<file path="src/rtl/ide_win_pkg.sv">
package ide_win_pkg;

  typedef enum logic [1:0] {
    OUT_IGNORE = 2'd0,
    OUT_CLAIM  = 2'd1,
    OUT_FWD    = 2'd2,
    OUT_ABORT  = 2'd3
  } win_outcome_e;

  localparam int LANES = 4;
  localparam logic [LANES-1:0] LANE_MASK_FWD   = 4'b1000;
  localparam logic [LANES-1:0] LANE_MASK_ABORT = 4'b1100;

endpackage

</file>
<file path="src/rtl/ide_win_match.sv">
module ide_win_match #(
  parameter int          ADDR_W    = 16,
  parameter int unsigned BASE      = 32'h01F0,
  parameter int          SPAN_LOG2 = 3
) (
  input  logic [ADDR_W-1:0] addr,
  input  logic              enable,
  output logic              hit,
  output logic              in_range
);
  localparam logic [ADDR_W-1:0] BASE_V = BASE[ADDR_W-1:0];

  always_comb begin
    in_range = (addr[ADDR_W-1:SPAN_LOG2] == BASE_V[ADDR_W-1:SPAN_LOG2]);
    hit      = in_range && enable;
  end
endmodule

</file>
<file path="src/rtl/ide_ctl_lane_rule.sv">
module ide_ctl_lane_rule
  import ide_win_pkg::*;
(
  input  logic [LANES-1:0] be,
  output win_outcome_e     outcome
);
  always_comb begin
    if (be == LANE_MASK_ABORT)    outcome = OUT_ABORT;
    else if (be == LANE_MASK_FWD) outcome = OUT_FWD;
    else                          outcome = OUT_CLAIM;
  end
endmodule

</file>
<file path="src/rtl/ide_drv_shadow.sv">
module ide_drv_shadow #(
  parameter int ADDR_W    = 16,
  parameter int DATA_W    = 32,
  parameter int SPAN_LOG2 = 3,
  parameter int REG_OFS   = 6,
  parameter int DRV_BIT   = 4
) (
  input  logic              clk,
  input  logic              rst,
  input  logic              wr_hit,
  input  logic [ADDR_W-1:0] addr,
  input  logic [3:0]        be,
  input  logic [DATA_W-1:0] wdata,
  output logic              drv_sel
);
  localparam int REG_DWORD = REG_OFS / 4;
  localparam int REG_LANE  = REG_OFS % 4;
  localparam int DATA_BIT  = REG_LANE * 8 + DRV_BIT;
  localparam int DW_BITS   = SPAN_LOG2 - 2;
  localparam logic [DW_BITS-1:0] DW_IDX = REG_DWORD[DW_BITS-1:0];

  logic capture;

  always_comb begin
    capture = wr_hit && be[REG_LANE] && (addr[SPAN_LOG2-1:2] == DW_IDX);
  end

  always_ff @(posedge clk) begin
    if (rst)          drv_sel <= 1'b0;
    else if (capture) drv_sel <= wdata[DATA_BIT];
  end
endmodule

</file>
<file path="src/rtl/ide_win_decode.sv">
module ide_win_decode
  import ide_win_pkg::*;
#(
  parameter int          ADDR_W   = 16,
  parameter int          DATA_W   = 32,
  parameter int unsigned CMD_BASE = 32'h01F0,
  parameter int unsigned CTL_BASE = 32'h03F4
) (
  input  logic              clk,
  input  logic              rst,
  input  logic              req_valid,
  input  logic [ADDR_W-1:0] req_addr,
  input  logic [3:0]        req_be,
  input  logic              req_write,
  input  logic [DATA_W-1:0] req_wdata,
  input  logic              cmd_en,
  input  logic              ctl_en,
  output logic              rsp_valid,
  output logic              rsp_claim,
  output logic              rsp_fwd,
  output logic              rsp_abort,
  output logic              drv_sel
);
  localparam int          NWIN          = 2;
  localparam int          W_CMD         = 0;
  localparam int          W_CTL         = 1;
  localparam int          CMD_SPAN_LOG2 = 3;
  localparam int          CTL_SPAN_LOG2 = 2;
  localparam int unsigned WIN_BASE [NWIN] = '{CMD_BASE, CTL_BASE};
  localparam int          WIN_SPAN [NWIN] = '{CMD_SPAN_LOG2, CTL_SPAN_LOG2};

  logic [NWIN-1:0] win_en;
  logic [NWIN-1:0] win_hit;
  logic [NWIN-1:0] win_rng;
  win_outcome_e    ctl_out;
  win_outcome_e    out_d;

  assign win_en = {ctl_en, cmd_en};

  for (genvar w = 0; w < NWIN; w++) begin : g_win
    ide_win_match #(
      .ADDR_W   (ADDR_W),
      .BASE     (WIN_BASE[w]),
      .SPAN_LOG2(WIN_SPAN[w])
    ) u_match (
      .addr    (req_addr),
      .enable  (win_en[w]),
      .hit     (win_hit[w]),
      .in_range(win_rng[w])
    );
  end

  ide_ctl_lane_rule u_lane (
    .be     (req_be),
    .outcome(ctl_out)
  );

  always_comb begin
    if (win_hit[W_CMD])      out_d = OUT_CLAIM;
    else if (win_hit[W_CTL]) out_d = ctl_out;
    else                     out_d = OUT_IGNORE;
  end

  always_ff @(posedge clk) begin
    if (rst) begin
      rsp_valid <= 1'b0;
      rsp_claim <= 1'b0;
      rsp_fwd   <= 1'b0;
      rsp_abort <= 1'b0;
    end else begin
      rsp_valid <= req_valid;
      rsp_claim <= req_valid && (out_d == OUT_CLAIM);
      rsp_fwd   <= req_valid && (out_d == OUT_FWD);
      rsp_abort <= req_valid && (out_d == OUT_ABORT);
    end
  end

  ide_drv_shadow #(
    .ADDR_W   (ADDR_W),
    .DATA_W   (DATA_W),
    .SPAN_LOG2(CMD_SPAN_LOG2),
    .REG_OFS  (6),
    .DRV_BIT  (4)
  ) u_shadow (
    .clk    (clk),
    .rst    (rst),
    .wr_hit (req_valid && req_write && win_hit[W_CMD]),
    .addr   (req_addr),
    .be     (req_be),
    .wdata  (req_wdata),
    .drv_sel(drv_sel)
  );

  logic unused_rng;
  assign unused_rng = ^win_rng;
endmodule

</file>
<file path="config.mk">
export PLATFORM = sky130hd
export DESIGN_NAME = ide_win_decode
export DESIGN_NICKNAME = d
export VERILOG_FILES = /design/src/rtl/ide_win_pkg.sv /design/src/rtl/ide_win_match.sv /design/src/rtl/ide_ctl_lane_rule.sv /design/src/rtl/ide_drv_shadow.sv /design/src/rtl/ide_win_decode.sv
export SDC_FILE = /design/constraint.sdc
export NUM_CORES = 1
export LEC_CHECK = 0
export ABC_AREA = 1
export BUFFER_PORTS_ARGS = -buffer_cell sky130_fd_sc_hd__buf_2
export CORE_MARGIN = 8
export CORE_UTILIZATION = 32
export CTS_BUF_LIST = sky130_fd_sc_hd__clkbuf_8
export DETAILED_ROUTE_END_ITERATION = 7
export GPL_TIMING_DRIVEN = 1
export PLACE_DENSITY = 0.87
export SYNTH_ARGS = -nofsm -noshare
export SYNTH_HDL_FRONTEND = slang
export SYNTH_SLANG_ARGS = --single-unit
</file>
<file path="constraint.sdc">
create_clock -name clk -period 2 [get_ports clk]
set_input_delay 0.4 -clock clk [delete_from_list [all_inputs] [get_ports clk]]
set_output_delay 0.4 -clock clk [all_outputs]
set_load 0.05 [all_outputs]
</file>
# == Yosys cells after proc, flatten, opt, wreduce, memory -nomap -nowiden ==
# Cells that the tools add are included.
# totals
in_bits,58
wordCells,25
regBits,5
# classes
n_reduce_logical,9
muxes,4
eq_ne,7
# op_table
operator,n
equality test 14 x 8 -> 1 bit (second input constant),1
equality test 13 x 6 -> 1 bit (second input constant),1
logical AND 1 bit,9
equality test 4 bit (second input constant),2
two-way mux 2 bit,4
equality test 2 bit (second input constant),2
equality test 2 x 1 -> 1 bit (second input constant),1

# == Depth between registers and ports, before layout ==
# Gate-level depths: netlist of the first run.
# depth
word_depth,7
depth_mapped,8
ltp_nobuf,8

# == Hierarchy ==
# A second synthesis of the first run with hierarchy kept.
# unflattened
hier_cells,73
hier_area_um2,376.6
# by_module_without_submodules
module,cells_per_inst,area_each_um2,instances
ide_win_decode,20,143.9,1
ide_win_match (g_win[1].u_match),20,80.1,1
ide_win_match (g_win[0].u_match),17,70.1,1
ide_drv_shadow,8,47.5,1
ide_ctl_lane_rule,8,35.0,1

# == Least setup slack after synthesis of the first run ==
# No wires, ideal clock.
# synth_path
kind,input to register
startpoint,input port req_addr[14]
endpoint,register rsp_claim
setup_time_ns,0.110
path_stages,8
path_buffers,0
arrival_time_ns,0.914
path_slack_ns,0.976
required_time_ns,1.890
path_cell_list,nor2_2 > nand2_1 > inv_1 > nand2_2 > nor2_4 > nand2_1 > nand2_1 > nor2_2
# synth_via
elab_chain_cells,6
# synth_rtl
element,line_no,rtl
from (decl),ide_win_decode.sv:12,"input logic [ADDR_W-1:0] req_addr,"
equality test 14 x 8 -> 1 bit,ide_win_match.sv:14,in_range = (addr[ADDR_W-1:SPAN_LOG2] == BASE_V[ADDR_W-1:SPAN_LOG2]);
logical AND 1 bit,ide_win_match.sv:15,hit = in_range && enable;
two-way mux 2 bit,ide_win_decode.sv:60,else if (win_hit[W_CTL]) out_d = ctl_out;
two-way mux 2 bit *,ide_win_decode.sv:59,if (win_hit[W_CMD]) out_d = OUT_CLAIM;
equality test 2 x 1 -> 1 bit *,ide_win_decode.sv:72,rsp_claim <= req_valid && (out_d == OUT_CLAIM);
logical AND 1 bit *,ide_win_decode.sv:72,
to (signal assigned),ide_win_decode.sv:72,
to (decl),ide_win_decode.sv:19,"output logic rsp_claim,"
# Every way passes the cells marked *; elsewhere a longest branch is shown, timed or not.
# A chain may end at the register's enable or synchronous reset.

# == Final worst setup path of the first run ==
# layout_path
startpoint,register u_shadow.drv_sel
endpoint,output port drv_sel
# layout_lines
element,line_no,rtl
from (decl),ide_drv_shadow.sv:14,output logic drv_sel
from (signal assigned),ide_drv_shadow.sv:30,else if (capture) drv_sel <= wdata[DATA_BIT];
to (decl),ide_win_decode.sv:22,output logic drv_sel
# No word-level cell between the ends.

==> results of run 1 <==
-- cell usage in the layout, fill, tap and decap left out --
| cell type | instances |
|---|---|
| nand4_1 | 2 |
| nor2_1 | 12 |
| nor3_4 | 1 |
| nor3b_2 | 1 |
| inv_2 | 4 |
| dfxtp_1 | 5 |
| clkbuf_8 | 3 |
| nand3_2 | 1 |
| buf_2 | 29 |
| nand3_1 | 4 |
| nor2_2 | 6 |
| inv_1 | 16 |
| nand2_1 | 17 |
| nor2_4 | 1 |
| nand2_2 | 3 |
-- where the power goes --
group          total [mW]  switching, mW  internal, mW
logic              0.0585         0.0318        0.0268
registers           0.102       0.000187         0.101
clock network       0.180         0.0485         0.131
-- layout make-up --
class	count	area, µm²	share of cell area, %
multi-input cells	48	247.7	39.44
repair buffers	29	145.1	23.11
flip-flops and latches	5	100.1	15.94
inverters	19	71.32	11.35
clock buffers	3	41.29	6.574
well taps	15	18.77	2.988
clock inverters	1	3.754	0.5976
-- Yosys cell counts --
library cell	n
dfxtp_1	5
inv_1	15
inv_2	4
nand2_1	17
nand2_2	3
nand3_1	4
nand3_2	1
nand4_1	2
nor2_1	12
nor2_2	6
nor2_4	1
nor3_4	1
nor3b_2	1
-- registers in the layout, summed over array words and instances, names as in the netlist --
signal,flops
rsp_abort,1
u_shadow.drv_sel,1
rsp_valid,1
rsp_claim,1
rsp_fwd,1
-- through the flow --
stage	power [mW]	cells
6_report	0.3401	120
3_3_place_gp	0.1602	116
4_1_cts	0.3474	120
2_1_floorplan	0.1309	72
3_5_place_dp	0.1615	116
5_1_grt	0.3610	120
-- final timing paths --
kind                                       start               end  cells after the start
worst max-delay path            u_shadow.drv_sel           drv_sel                      1
worst max register to register  u_shadow.drv_sel  u_shadow.drv_sel                      4
worst min-delay path                         rst         rsp_valid                      2
worst min register to register  u_shadow.drv_sel  u_shadow.drv_sel                      4
-- kinds of logic after synthesis --
family | count (synthesis) | share of synthesized area [%]
buf+inv | 19 | 17.01
flops | 5 | 23.88
simple gates | 48 | 59.11
-- metal layers --
metal / wire [µm] / vias to the layer above / track usage (%)
met4: 40 / 0 / 8.621
met2: 517 / 26 / 13.00
li1: - / 273 / -
met1: 390 / 206 / 8.724
met5: 0 / - / 0
met3: 142 / 7 / 3.409
-- worst reg2reg max path, stage by stage (launching register included) --
cell     delay, ns
dfxtp_1       0.31
inv_1         0.04
nand2_1       0.05
inv_1         0.03
nor2_1        0.08
==> results_dict.tcl, run 1 <==
set metrics [dict create \
    power.leakage_nw 0.3678 \
    finalWeightedCongestion 0.7644 \
    hold_ws_ns 0.3925 \
    num_vias 512 \
    slowest_delay_ns 0.31 \
    finClkSkew_ns 0 \
    syn_inst 72 \
    syn_nets 130 \
    ys_top_cells_by_area "dfxtp_1 (24%), nand2_1 (15%), inv_1 (13%)" \
    synthesis.area_um2 419.2 \
    drtIter0Drc 14 \
    yosysUniqueCellTypes 13 \
    crit_slowest_cell "dfxtp_1" \
    crit_path_max_fanout 2 \
    antenna_found_initial 0 \
    grt_max_degree 4 \
    fin_nets 164 \
    vdd_drop_max_uv 192.7 \
    clkLatencyLatePin_ns 0.22 \
    grt_pass1_vias 467 \
    critPathKind "flop to output pin" \
    rsz0062_at_grt "no" \
    path_cells "buf_2" \
    hp-class "input port to flop" \
    cap_violations 0 \
    synth_top_area_share_pct 23.88 \
    rrSetupSlack_ns 1.41 \
    rows 13 \
    grtUsageTotal_pct 8.624 \
    io_buffers 29 \
    max_slew_margin_pct 83.32 \
    crit_family "flip-flops" \
    holdBufCountCts 0 \
    clockBufferDepth 2 \
    antenna_left 0 \
    routedWlPerCell_um 9.075 \
    fmax_ghz 0.8368 \
    cp.arrival_ns 0.79 \
    finalCritPeriodShare_pct 59.75 \
    yosysWarnings 0 \
    postCtsSetupRepairBufs 0 \
    postSynthAreaPerCell_um2 5.822 \
    start_util_pct 33.04 \
    fill_cells 143 \
    post-route-min-period_ns 1.195 \
    ys_seq_elements 5 \
    clkSinkCount 5 \
    coreArea_um2 1269 \
    finalHoldViolations 0 \
    n_antenna_cell 0 \
    die_area_um2 2724 \
    end_kind "output pin" \
    powerDensity_nw_per_um2 541.4 \
    synth_area_leader_cell "dfxtp_1" \
    vias_per_cell 4.267 \
    cts_resized 0 \
    outcome "complete, no violations" \
    tns_ns 0 \
    firstDrtPassIters 4 \
    dpl-instance-area_um2 583.1 \
    dp_slack_ns 0.7742 \
    route.detailed.drc 0 \
    worst-path-buf-inv 1 \
    synth.yosys.seq_area_share_pct 23.88 \
    pin_count 63 \
    die_h_um 52.19 \
    setup_viol 0 \
    final_util_pct 49.51 \
    grt_pass1_wl_um 1787 \
    final_area_um2 628.1 \
    cts_buffers 3 \
    cp.required_ns 1.60 \
    cts_root_buf "clkbuf_8" \
    tightest_slew_ns 0.2520 \
    dp.final_hpwl_um 965.7 \
    fin_ws_ns 0.8050 \
    clk_pin_slew_ns 0.03 \
    totalWireLength_um 1089 \
    cts_tree "built" \
    area_growth_pct 49.85 \
    die_w_um 52.19 \
    grt_overflow 0 \
    maxSlewViolCount 0 \
    htreeDepth 1 \
    drive_gt1_share_pct 46.67 \
    start_kind "flop" \
]
(Power assumes the default switching activity.)
==> run 2, diff against run 1 <==
CORE_UTILIZATION = 29   (was 32)
PLACE_DENSITY = 0.8   (was 0.87)
clock period = 1.1 ns   (was 2 ns; I/O delays follow)
==> run 2 against run 1 <==
  * Via count grew 0.39%
  * Total power up 86%
  * Final cell count did not move
  * Core utilization down 2.4 points
  * Flip-flop and latch count unchanged
  * Worst setup slack lost 0.74 ns
  * Wire length rose by 13%
  * Die area rose by 7.1%
  * Global-route usage up 1.5 points
  * Worst hold slack worse by 0.18 ns
  * Count of clock-buffer cells in the layout stayed put
  * Critical path type unchanged
  * Largest power group unchanged
==> results_dict.tcl, run 2 (same netlist as run 1, synthesis figures left out) <==
set metrics [dict create \
    fmax_ghz 0.9665 \
    slowest_delay_ns 0.32 \
    n_antenna_cell 0 \
    setup_viol 0 \
    gr-max-usage-layer "met2" \
    crit_slowest_cell "dfxtp_1" \
    cp.arrival_ns 0.81 \
    cp.required_ns 0.88 \
    crit_family "flip-flops" \
    vias_per_cell 4.283 \
    antenna_left 0 \
    maxSlewViolCount 0 \
    clockBufferDepth 2 \
    cts_buffers 3 \
    layout_common_cells "buf_2 (29), nand2_1 (17), inv_1 (16)" \
    cts_root_buf "clkbuf_8" \
    p_sw_mw 0.1607 \
    start_kind "flop" \
    num_vias 514 \
    fin_ws_ns 0.06535 \
    dp_slack_ns 0.07586 \
    io_buffers 29 \
    finalWeightedCongestion 0.7944 \
    finalCritPeriodShare_pct 94.06 \
    coreArea_um2 1334 \
    route.detailed.drc 0 \
    final_common_cell "buf_2" \
    finClkSkew_ns 0 \
    vdd_drop_max_uv 406.0 \
    grtUsageMet1_pct 9.692 \
    area_growth_pct 49.85 \
    grt_use_met3_pct 3.857 \
    holdBufCountCts 0 \
    end_kind "output pin" \
    power_frac_comb_pct 16.8 \
    dp.final_hpwl_um 1087 \
    die_w_um 54.02 \
    cap_violations 0 \
    final_util_pct 47.09 \
    postCtsSetupRepairBufs 0 \
    crit_path_max_fanout 2 \
    hp-class "input port to flop" \
    grt_overflow 0 \
    grt_pass1_vias 535 \
    p_total_mw 0.6339 \
    p_int_mw 0.4732 \
    clockPowerShare_pct 54.0 \
    firstDrtPassIters 3 \
    p_sw_share_pct 25.36 \
    totalWireLength_um 1231 \
    clk_pin_slew_ns 0.04 \
    grtUsageTotal_pct 10.17 \
    grt_max_degree 4 \
    hold_ws_ns 0.2137 \
    worst-path-buf-inv 1 \
    tightest_slew_ns 0.2615 \
    fill_cells 149 \
    cts_tree "built" \
    die_h_um 54.02 \
    clkSinkCount 5 \
    htreeDepth 1 \
    outcome "complete, no violations" \
    rsz0062_at_grt "no" \
    drive_gt1_share_pct 46.67 \
    start_util_pct 31.43 \
    tns_ns 0 \
    fin_nets 164 \
    die_area_um2 2918 \
    post-route-min-period_ns 1.035 \
    critPathKind "flop to output pin" \
    cts_resized 0 \
    rows 13 \
    path_cells "buf_2" \
    power.leakage_nw 0.3678 \
    p_seq_share_pct 29.1 \
    max_slew_margin_pct 82.69 \
    grt_pass1_wl_um 2125 \
    grt_use_met2_pct 16.02 \
    drtIter0Drc 1 \
    finalHoldViolations 0 \
    pin_count 63 \
    antenna_found_initial 0 \
    powerDensity_nw_per_um2 1009 \
    clkLatencyLatePin_ns 0.23 \
    routedWlPerCell_um 10.26 \
]
-- run 2: cell counts in the layout (fill, tap and decap cells not counted) --
Identical to the previous run, type by type.
-- run 2: metrics by stage --
stage,cells,instance area [µm²]
after floorplan,72,419.2
after global placement,116,583.1
after detailed placement,116,583.1
after CTS,120,628.1
after global routing,120,628.1
final,120,628.1
-- run 2: worst paths after layout --
kind	start	endpoint	slack (ns)	cells past startpoint
min reg2reg	u_shadow.drv_sel	u_shadow.drv_sel	0.53	4
max reg2reg	u_shadow.drv_sel	u_shadow.drv_sel	0.48	4
min	rst	rsp_valid	0.21	2
max	u_shadow.drv_sel	drv_sel	0.07	1
-- run 2: power groups by stage --
| stage | Clock (mW) | Sequential (mW) | Combinational, mW |
|---|---|---|---|
| floorplan | 0 | 0.194 | 0.0435 |
| global placement | 0 | 0.187 | 0.104 |
| detailed placement | 0 | 0.187 | 0.108 |
| CTS | 0.349 | 0.185 | 0.108 |
| global route | 0.369 | 0.185 | 0.122 |
| finish | 0.343 | 0.185 | 0.107 |
-- run 2: routing by layer --
metal / part of all wire, % / wire (µm) / up-vias
met2: 49 / 598 / 24
met4: 5.4 / 67 / 0
met3: 9.7 / 119 / 7
met1: 36 / 446 / 209
met5: 0 / 0 / -
li1: - / - / 274
-- run 2: layout make-up --
type | count | area (µm²) | share of cell area (%)
clock buffer | 3 | 41.29 | 6.574
tap | 15 | 18.77 | 2.988
inverter | 19 | 71.32 | 11.35
timing repair buffer | 29 | 145.1 | 23.11
clock inverter | 1 | 3.754 | 0.5976
sequential | 5 | 100.1 | 15.94
multi-input combinational | 48 | 247.7 | 39.44
==> run 3, diff against run 2 <==
ABC_AREA = not set   (was 1)
CORE_AREA = 8 8 45 47   (was not set)
CORE_MARGIN = not set   (was 8)
CORE_UTILIZATION = not set   (was 29)
DIE_AREA = 0 0 53 55   (was not set)
PLACE_DENSITY = 0.72   (was 0.8)
==> run 3 against run 2 <==
  * Clock skew stayed put
  * Count of clock-buffer cells in the layout stayed put
  * Register-to-register slack better by 0.06 ns
  * Worst hold slack worse by 0.014 ns
  * Maximum frequency is 1.5% higher
  * Critical path depth stayed put
  * Flip-flop and latch count stayed put
  * Die area hardly changed
  * Core utilization is 14 points lower
  * Largest power group unchanged
  * Highest routed layer unchanged
==> results_dict.tcl, run 3 <==
set metrics [dict create \
    p_sw_mw 0.1183 \
    die_w_um 53 \
    hp-class "input port to flop" \
    cp.required_ns 0.88 \
    grt_max_degree 4 \
    p_seq_share_pct 31.8 \
    multiInputGateArea_um2 140.1 \
    post-route-min-period_ns 1.019 \
    clkSinkCount 5 \
    power.leakage_nw 0.2447 \
    postCtsSetupRepairBufs 0 \
    syn_inst 26 \
    yosysUniqueCellTypes 15 \
    die_h_um 55 \
    rows 14 \
    path_cells "buf_2" \
    critPathKind "flop to output pin" \
    slowest_delay_ns 0.31 \
    firstDrtPassIters 3 \
    postSynthAreaPerCell_um2 9.384 \
    finalWeightedCongestion 0.7031 \
    routedWlPerCell_um 10.92 \
    tns_ns 0 \
    synthesis.area_um2 244.0 \
    clockBufferDepth 2 \
    maxSlewViolCount 0 \
    cts_resized 0 \
    route.detailed.drc 0 \
    antenna_left 0 \
    area_growth_pct 89.23 \
    layout_common_cells "buf_2 (29), dfxtp_1 (5), nand2b_1 (4)" \
    holdBufCountCts 0 \
    crit_family "flip-flops" \
    cap_violations 0 \
    crit_slowest_cell "dfxtp_1" \
    coreArea_um2 1384 \
    synthArstFlopShare_pct 0 \
    powerDensity_nw_per_um2 1260 \
    ys_top_cells_by_area "dfxtp_1 (41%), nand2b_1 (10%), nor4_4 (8.7%)" \
    pin_count 63 \
    synth_enable_flop_cells 0 \
    drive_gt1_share_pct 58.33 \
    routedLengthMet1_um 354 \
    dp_slack_ns -0.08369 \
    die_area_um2 2915 \
    num_vias 314 \
    clockPowerShare_pct 55.6 \
    dp.final_hpwl_um 762.1 \
    yosysWarnings 0 \
    finalHoldViolations 0 \
    cts_root_buf "clkbuf_8" \
    vdd_drop_max_uv 478.4 \
    grt_pass1_vias 319 \
    drtIter0Drc 3 \
    start_kind "flop" \
    grt_overflow 0 \
    tightest_slew_ns 0.2902 \
    p_int_mw 0.4636 \
    totalWireLength_um 830 \
    cts_buffers 3 \
    worst-path-buf-inv 1 \
    power_frac_comb_pct 12.6 \
    finalCritPeriodShare_pct 92.63 \
    htreeDepth 1 \
    end_kind "output pin" \
    outcome "complete, no violations" \
    grtUsageTotal_pct 6.018 \
    fmax_ghz 0.9814 \
    syn_nets 84 \
    ys_seq_elements 5 \
    highest_layer "met4" \
    route.met3.wl_um 75 \
    wl_met2_um 381 \
    n_antenna_cell 0 \
    fin_ws_ns 0.08105 \
    io_buffers 29 \
    crit_path_max_fanout 2 \
    regArea_um2 100.1 \
    p_total_mw 0.5819 \
    synth.yosys.seq_area_share_pct 41.03 \
    antenna_found_initial 0 \
    start_util_pct 17.63 \
    clkLatencyLatePin_ns 0.22 \
    rsz0062_at_grt "no" \
    grt_pass1_wl_um 1304 \
    max_slew_margin_pct 80.51 \
    finClkSkew_ns 0 \
    final_common_cell "buf_2" \
    setup_viol 0 \
    synthFlopType "dfxtp_1" \
    vias_per_cell 4.132 \
    fin_nets 119 \
    fill_cells 154 \
    synthTopCellsByCount "dfxtp_1 (5), nand2b_1 (4)" \
    p_sw_share_pct 20.32 \
    synth_top_area_share_pct 41.03 \
    synth_area_leader_cell "dfxtp_1" \
    clk_pin_slew_ns 0.03 \
    cts_tree "built" \
    synth_most_common_cell "dfxtp_1" \
    cp.arrival_ns 0.80 \
]
[run 3: cell types whose count changed after synthesis, moves of 2 or more]
cell / previous run / this run
inv_1: 15 / 1
inv_2: 4 / 0
nand2_1: 17 / 2
nand2_2: 3 / 0
nand2b_1: 0 / 4
nand3_1: 4 / 1
nor2_1: 12 / 2
nor2_2: 6 / 0
nor4_1: 0 / 2
[run 3: cells by family after synthesis]
| logic type | count (synthesis) | share of synthesized area, % |
|---|---|---|
| multiplexers | 1 | 4.103 |
| AND/OR/NAND/NOR | 18 | 51.28 |
| flip-flops | 5 | 41.03 |
| AO/OA/AOI/OAI | 1 | 2.049 |
| buffers and inverters | 1 | 1.537 |
[run 3: metal layers]
| metal | vias up | global-route usage (%) |
|---|---|---|
| met5 | - | 0 |
| met3 | 2 | 2.941 |
| met1 | 133 | 6.860 |
| li1 | 162 | - |
| met2 | 17 | 8.203 |
| met4 | 0 | 5.172 |
[run 3: final cells by class]
cell class                 instances  share of cell area, %
clock inverter                     1                 0.8130
tap                               16                  4.336
clock buffer                       3                  8.943
inverter                           1                 0.8130
sequential                         5                  21.68
timing repair buffer              30                  33.06
multi-input combinational         20                  30.35
[run 3: path summary, 6_finish.rpt]
check,depth (start not counted),startpoint,to,slack (ns)
max,1,u_shadow.drv_sel,drv_sel,0.08
max reg2reg,2,u_shadow.drv_sel,u_shadow.drv_sel,0.54
min,2,req_be[2],rsp_fwd,0.20
min reg2reg,2,u_shadow.drv_sel,u_shadow.drv_sel,0.48
[run 3: power groups by stage]
stage,logic [mW],clock network (mW),registers (mW)
2_1_floorplan,0.0168,0,0.194
3_3_place_gp,0.0729,0,0.187
3_5_place_dp,0.0744,0,0.187
4_1_cts,0.0745,0.332,0.185
5_1_grt,0.0816,0.347,0.185
6_report,0.0734,0.324,0.185
[run 3: stage by stage]
| stage | cells | instance area, µm² | hold WS [ns] | utilization, % |
|---|---|---|---|---|
| 6_report | 76 | 461.7 | 0.1994 | 33.36 |
| 3_3_place_gp | 72 | 416.7 | 0.4258 | 30.11 |
| 3_5_place_dp | 72 | 416.7 | 0.4254 | 30.11 |
| 4_1_cts | 76 | 461.7 | 0.1957 | 33.36 |
| 2_1_floorplan | 26 | 244.0 | 0.2985 | - |
| 5_1_grt | 76 | 461.7 | 0.2105 | 33.36 |
